## config.mk

```make
export PLATFORM = sky130hd
export DESIGN_NAME = kcs_recovery_trigger
export DESIGN_NICKNAME = d
export VERILOG_FILES = /design/src/rtl/kcs_rt_pkg.sv /design/src/rtl/kcs_rt_ibuf.sv /design/src/rtl/kcs_rt_obuf.sv /design/src/rtl/kcs_rt_detect.sv /design/src/rtl/kcs_recovery_trigger.sv
export SDC_FILE = /design/constraint.sdc
export NUM_CORES = 1
export LEC_CHECK = 0
export BUFFER_PORTS_ARGS = -buffer_cell sky130_fd_sc_hd__buf_4
export CORE_MARGIN = 1
export CORE_UTILIZATION = 44
export DETAILED_ROUTE_END_ITERATION = 8
export PLACE_DENSITY_LB_ADDON = 0.3
export SKIP_LAST_GASP = 1
export SLEW_MARGIN = 15
export SYNTH_ARGS = -nofsm -noshare
export SYNTH_HDL_FRONTEND = slang
export SYNTH_SLANG_ARGS = --single-unit
export TNS_END_PERCENT = 10
```

## constraint.sdc

```tcl
create_clock -name clk -period 1.1 [get_ports clk]
set_clock_uncertainty 0.05 [all_clocks]
set_input_delay 0.22 -clock clk [delete_from_list [all_inputs] [get_ports clk]]
set_output_delay 0.22 -clock clk [all_outputs]
set_load 0.1 [all_outputs]
```

## src/rtl/kcs_rt_pkg.sv

```systemverilog
package kcs_rt_pkg;
   localparam int BIT_OBF = 0;
   localparam int BIT_IBF = 1;
   localparam int BIT_CD  = 3;
   localparam int BIT_RDY = 4;
   localparam logic [7:0] HW_MASK8 = 8'h0B;
   localparam logic [7:0] RECOVER_CODE = 8'h44;
endpackage

```

## src/rtl/kcs_rt_ibuf.sv

```systemverilog
module kcs_rt_ibuf #(
   parameter int DW = 8
) (
   input  logic          clk,
   input  logic          rst_n,
   input  logic          wr,
   input  logic          is_cmd,
   input  logic [DW-1:0] wdata,
   input  logic          consume,
   output logic [DW-1:0] idr,
   output logic          ibf,
   output logic          cd
);
   always_ff @(posedge clk or negedge rst_n) begin
      if (!rst_n) begin
         idr <= '0;
         ibf <= 1'b0;
         cd  <= 1'b0;
      end else if (wr) begin
         idr <= wdata;
         ibf <= 1'b1;
         cd  <= is_cmd;
      end else if (consume) begin
         ibf <= 1'b0;
      end
   end
endmodule

```

## src/rtl/kcs_rt_obuf.sv

```systemverilog
module kcs_rt_obuf #(
   parameter int DW = 8
) (
   input  logic          clk,
   input  logic          rst_n,
   input  logic          load,
   input  logic [DW-1:0] ldata,
   input  logic          drain,
   output logic [DW-1:0] odr,
   output logic          obf
);
   always_ff @(posedge clk or negedge rst_n) begin
      if (!rst_n) begin
         odr <= '0;
         obf <= 1'b0;
      end else if (load) begin
         odr <= ldata;
         obf <= 1'b1;
      end else if (drain) begin
         obf <= 1'b0;
      end
   end
endmodule

```

## src/rtl/kcs_rt_detect.sv

```systemverilog
module kcs_rt_detect #(
   parameter int          DW   = 8,
   parameter logic [7:0]  CODE = 8'h44
) (
   input  logic          clk,
   input  logic          rst_n,
   input  logic          consume,
   input  logic [DW-1:0] byte_in,
   input  logic          armed,
   output logic          hit,
   output logic          req
);
   localparam logic [DW-1:0] CODE_W = DW'(CODE);

   assign hit = consume && armed && (byte_in == CODE_W);

   always_ff @(posedge clk or negedge rst_n) begin
      if (!rst_n) req <= 1'b0;
      else        req <= hit;
   end
endmodule

```

## src/rtl/kcs_recovery_trigger.sv

```systemverilog
module kcs_recovery_trigger #(
   parameter int         DW          = 8,
   parameter logic [7:0] CODE        = kcs_rt_pkg::RECOVER_CODE,
   parameter bit         ODR_PRESENT = 1'b1
) (
   input  logic          clk,
   input  logic          rst_n,
   input  logic          host_wr,
   input  logic          host_rd,
   input  logic          host_addr,
   input  logic [DW-1:0] host_wdata,
   output logic [DW-1:0] host_rdata,
   output logic          host_norsp,
   input  logic          loc_sw_wr,
   input  logic [DW-1:0] loc_sw_wdata,
   input  logic          loc_idr_rd,
   output logic [DW-1:0] loc_idr_data,
   input  logic          loc_odr_wr,
   input  logic [DW-1:0] loc_odr_wdata,
   output logic [DW-1:0] loc_status,
   output logic          loc_irq,
   output logic          recover_req
);
   import kcs_rt_pkg::*;

   localparam logic [DW-1:0] HW_MASK = DW'(HW_MASK8);
   localparam logic [DW-1:0] SW_MASK = ~HW_MASK;

   if (DW < 8) begin : g_bad_width
      $error("kcs_recovery_trigger: DW must be at least 8");
   end

   logic [DW-1:0] idr_q, odr_q, sw_q;
   logic          ibf_q, cd_q, obf_q, hit;

   kcs_rt_ibuf #(.DW(DW)) u_ibuf (
      .clk     (clk),
      .rst_n   (rst_n),
      .wr      (host_wr),
      .is_cmd  (host_addr),
      .wdata   (host_wdata),
      .consume (loc_idr_rd),
      .idr     (idr_q),
      .ibf     (ibf_q),
      .cd      (cd_q)
   );

   if (ODR_PRESENT) begin : g_odr
      kcs_rt_obuf #(.DW(DW)) u_obuf (
         .clk   (clk),
         .rst_n (rst_n),
         .load  (loc_odr_wr),
         .ldata (loc_odr_wdata),
         .drain (host_rd && !host_addr),
         .odr   (odr_q),
         .obf   (obf_q)
      );
   end else begin : g_no_odr
      assign odr_q = '0;
      assign obf_q = 1'b0;
   end

   kcs_rt_detect #(.DW(DW), .CODE(CODE)) u_det (
      .clk     (clk),
      .rst_n   (rst_n),
      .consume (loc_idr_rd),
      .byte_in (idr_q),
      .armed   (sw_q[BIT_RDY]),
      .hit     (hit),
      .req     (recover_req)
   );

   // software-owned bits; a recovery hit overrides a concurrent Ready write
   always_ff @(posedge clk or negedge rst_n) begin
      if (!rst_n) begin
         sw_q <= '0;
      end else begin
         logic [DW-1:0] nxt;
         nxt = loc_sw_wr ? (loc_sw_wdata & SW_MASK) : sw_q;
         if (hit) nxt[BIT_RDY] = 1'b0;
         sw_q <= nxt;
      end
   end

   always_comb begin
      loc_status          = sw_q & SW_MASK;
      loc_status[BIT_CD]  = cd_q;
      loc_status[BIT_IBF] = ibf_q;
      loc_status[BIT_OBF] = obf_q;
   end

   assign loc_idr_data = idr_q;
   assign loc_irq      = ibf_q;
   assign host_norsp   = host_rd && !rst_n;
   assign host_rdata   = !rst_n ? '0 : (host_addr ? loc_status : odr_q);
endmodule

```

Yosys cells after proc, flatten, opt, wreduce, memory -nomap -nowiden
Cells that the tools add are included.
{"block": "word_totals", "regBits": 25, "inputBits": 32, "word_cells": 26, "output_inout_bits": 27}
{"block": "classes", "muxes": 8, "eq_ne": 1, "n_reduce_logical": 9}
{"operator": "2-to-1 mux 8 bit", "count": 2}
{"operator": "== test 8 x 7 -> 1 bit, second input constant", "count": 1}
{"operator": "nonzero test 2 bit", "count": 3}
{"operator": "2-to-1 mux 1 bit", "count": 5}
{"operator": "2-to-1 mux 5 bit", "count": 1}
{"operator": "logical AND 1 bit", "count": 4}
{"operator": "logical NOT 1 bit", "count": 2}

Logic depth before layout (Yosys ltp)
{"block": "logic_depth", "ltp_word": 4, "depth_mapped": 3, "depth_no_buf": 2}

Modules after synthesis
From an unflattened synthesis, not the netlist that was laid out.
{"block": "unflattened", "hier_cells": 79, "hier_area_um2": 1194.9}
{"mod": "kcs_rt_ibuf", "cells_each": 22, "n_inst": 1, "seq_area_each_um2": 250.2, "area_per_inst_um2": 409.1}
{"mod": "kcs_rt_obuf", "cells_each": 20, "n_inst": 1, "seq_area_each_um2": 225.2, "area_per_inst_um2": 369.1}
{"mod": "kcs_recovery_trigger", "cells_each": 33, "n_inst": 1, "seq_area_each_um2": 125.1, "area_per_inst_um2": 360.3}
{"mod": "kcs_rt_detect", "cells_each": 4, "n_inst": 1, "seq_area_each_um2": 25.0, "area_per_inst_um2": 56.3}

Worst setup path after synthesis
OpenSTA, ideal clock, no wires.
{"block": "synth_timing", "path_kind": "reg2out", "from": "reg u_ibuf.ibf", "to": "out host_rdata[1]", "stages_incl_launch_ff": 3, "setup_slack_ns": -1.637, "arrival_time_ns": 2.467, "cell_sequence": "dfrtp_1 mux2i_1 nor2b_1"}
{"block": "synth_via", "elab_chain_len": 2}
{"element": "from (decl)", "line_no": "kcs_rt_ibuf.sv:11", "rtl": "output logic ibf,"}
{"element": "from (signal assigned)", "line_no": "kcs_rt_ibuf.sv:17", "rtl": "ibf <= 1'b0;"}
{"element": "from (signal assigned)", "line_no": "kcs_rt_ibuf.sv:21", "rtl": "ibf <= 1'b1;"}
{"element": "from (signal assigned)", "line_no": "kcs_rt_ibuf.sv:24", "rtl": "ibf <= 1'b0;"}
{"element": "2-to-1 mux 8 bit (2 in a row)", "line_no": "kcs_recovery_trigger.sv:95", "rtl": "assign host_rdata = !rst_n ? '0 : (host_addr ? loc_status : odr_q);"}
{"element": "to (decl)", "line_no": "kcs_recovery_trigger.sv:12", "rtl": "output logic [DW-1:0] host_rdata,"}
No other way between the ends.

Worst setup path after layout
{"block": "layout_timing", "from": "reg sw_q[2]", "to": "out host_rdata[2]"}
{"block": "layout_via", "elab_chain_len": 2}
{"element": "from (decl)", "line_no": "kcs_recovery_trigger.sv:33", "rtl": "logic [DW-1:0] idr_q, odr_q, sw_q;"}
{"element": "from (signal assigned)", "line_no": "kcs_recovery_trigger.sv:81", "rtl": "sw_q <= nxt;"}
{"element": "2-to-1 mux 8 bit (2 in a row)", "line_no": "kcs_recovery_trigger.sv:95"}
No other way between the ends.

==> run metrics <==
Final Hold Viols=0; Crit path max-delay family=flip-flops; CP peak stage delay=0.52 ns; Most used DFF post-synth=dfrtp_1; worst hold slack=0.06573 ns; pwr/cell area=1487 nW/um2; number of synthesized register bits=25; Die Area=2807 um2; yosys warns=0; most instantiated library cell after synthesis=dfrtp_1; top cells by area, synth=dfrtp_1, mux2_2, mux2i_1, nor2b_1, buf_6; post-synth top area share=54.70%; final cell count without fillers=174; WP depth=3; Final Core Density=75.66%; Die Span Y=52.98 um; Post-Route WL=2577 um; Cell Area, Synth=1144 um2; CP Buf/Inv Count=1; Required @ worst endpoint=0.83 ns; GRT overflow=0; antenna fix cells=0; clock latency on the worst-skew pair=about 0.32 ns; largest net degree at the start of global routing=15; Pleak=0.8672 nW; Psw=0.001207 W; commonest cells in the netlist=dfrtp_1, mux2_2, nor2b_1, mux2i_1, buf_4; CP arrival=between 1 and 1.5 ns; post-layout min period=approximately 1.5 ns; core area=about 2500 um2; I/O pin total=59; RSZ-0062 raised after global routing=true; register area share after synthesis=54.70%; HPWL Detailed=1794 um; clock root cell=clkbuf_4; critical path's slowest cell=dfrtp_4; ratio of cells with drive above 1 in the final layout=81.94%; status=complete, but fails checks; Max Fclk=between 600 and 700 MHz; Initial Util=approximately 46%; synthesis-to-finish area growth=63.90%; DRT iter0 DRCs=5; Power Total=0.002788 W; Crit Path Class=flip-flop to output port; Cells after Synth=80; Post-synth EDFFs=0; CTS tree=done; Routed wire per std cell=14.81 um; Max Cap Violations=0; final setup margin=-0.4152 ns; Sink Count=25; die width=between 50 and 60 um; Max clock buf depth=2; Worst VDD drop=1028 uV; post-synth net total=112; vias in the first global route=827; drt drc=0; CP endpoint kind=output port; area leader, netlist=dfrtp_1; asr flop ratio synth=100.0%; All-Layer GR Usage=20.18%; DRT antenna net count=0; Reg2Reg Depth=3; Final setup viols=26; syn_area_per_cell=14.29 um2; failing checks=negative setup slack; Worst Path Max Fanout=2; CTS clk-pin slew, worst paths=0.14 ns; initial antenna violation count=0; Layout Nets=roughly 180; htree depth=1; Reg power frac=between 30 and 40%; crit share post-route=137.7%; Worst setup SP type=flip-flop; hold path cells=2; Pre-Repair DR Iteration Count=3; library cells used by synthesis=13; CTS buffer count=3; port bufs=55; Logic pwr share=45.9%; clock power share=14.8%; filler instances=156; worst-margin pin slew=0.3471 ns; slew margin rel.=approximately 77%; via count=842; Cells after DPL=168; Int Power=0.001581 W; fin. max-slew vios=0; Cell Rows=18; routability congestion estimate from global placement=0.6765; worst-path cell chain=mux2i_4, nor2b_4, buf_12; first-pass GRT wire length=4015 um; hold crit path type=input pin to flip-flop; Net Sw Frac=around 43%; post-DR vias/cell=4.839
## worst register-to-register path, stage by stage (launching register included)
cell and delay [ns]:
dfrtp_1 0.41, buf_4 0.15, and4bb_2 0.22, and3_1 0.17
## power by group through the flow
stage               registers [W]  logic [W]  clock network, W
floorplan                 0.00144   0.000548                 0
global placement          0.00109    0.00117                 0
detailed placement        0.00110    0.00119                 0
CTS                       0.00109    0.00127          0.000425
global route              0.00111    0.00132          0.000473
finish                    0.00110    0.00128          0.000413
## area by class of cell
type	instances	area [um2]	area share, %
Tap cell	30	37.54	2.003
Inverter	1	3.754	0.2003
Timing Repair Buffer	67	570.5	30.44
Sequential cell	25	648.1	34.58
Clock buffer	3	22.52	1.202
Clock inverter	1	5.005	0.2670
Multi-Input combinational cell	47	586.8	31.31
## path summary, 6_finish.rpt
path	slack, ns	end	startpoint
setup / recovery	-0.42	host_rdata[2]	sw_q[2]
setup reg to reg	0	u_det.req	sw_q[4]
hold reg to reg	0.50	u_ibuf.idr[6]	u_ibuf.idr[6]
hold / removal	0.07	g_odr.u_obuf.odr[0]	loc_odr_wdata[0]
max in group asynchronous	0.14	sw_q[7]	rst_n
min in group asynchronous	0.36	sw_q[6]	rst_n
## metrics by stage
step           area, um2  setup TNS (ns)  worst slack (ns)
2_1_floorplan       1247          -5.264           -0.4317
4_1_cts             1869          -8.084           -0.4108
3_5_place_dp        1709          -1.391           -0.2027
5_1_grt             1874          -9.246           -0.4603
6_report            1874          -7.940           -0.4152
3_3_place_gp        1709          -1.287           -0.1851
## per-layer routing
metal,share of wire [%],wire length [um],track usage [%]
met1,40,1026,23.98
met5,0,0,0
met3,3.8,99,2.874
met4,0.27,7,5.263
met2,56,1443,37.55
## timing repair
item / in CTS / in global routing
buffers inserted: 1 / 0
hold buffers: 1 / 0
gates resized for setup: 23 / 1
endpoints found under the setup margin: 26 / 28
hold endpoints to repair: 25 / 0
## state kept, by name (all words and copies together) (netlist names)
name              cells
g_odr.u_obuf.obf      1
g_odr.u_obuf.odr      8
sw_q                  5
u_det.req             1
u_ibuf.cd             1
u_ibuf.ibf            1
u_ibuf.idr            8
## cell usage in the layout (no fill, tap or decap), types with 2 or more instances in the layout
cell | synthesis | routed
mux2i_2 | 0 | 3
nor2b_4 | 0 | 8
dfrtp_4 | 0 | 5
clkbuf_4 | 0 | 3
dfrtp_2 | 0 | 3
buf_12 | 0 | 4
buf_6 | 3 | 2
dfrtp_1 | 25 | 17
a21o_1 | 2 | 2
mux2_2 | 21 | 21
buf_4 | 4 | 59
mux2i_4 | 0 | 5
## logic make-up after synthesis
kind of cell    after synthesis  synth area share (%)
compound gates                3                 1.860
buf+inv                       8                 5.908
flops                        25                 54.70
mux                          30                 28.56
simple gates                 14                 8.972
(Power assumes the default switching activity.)
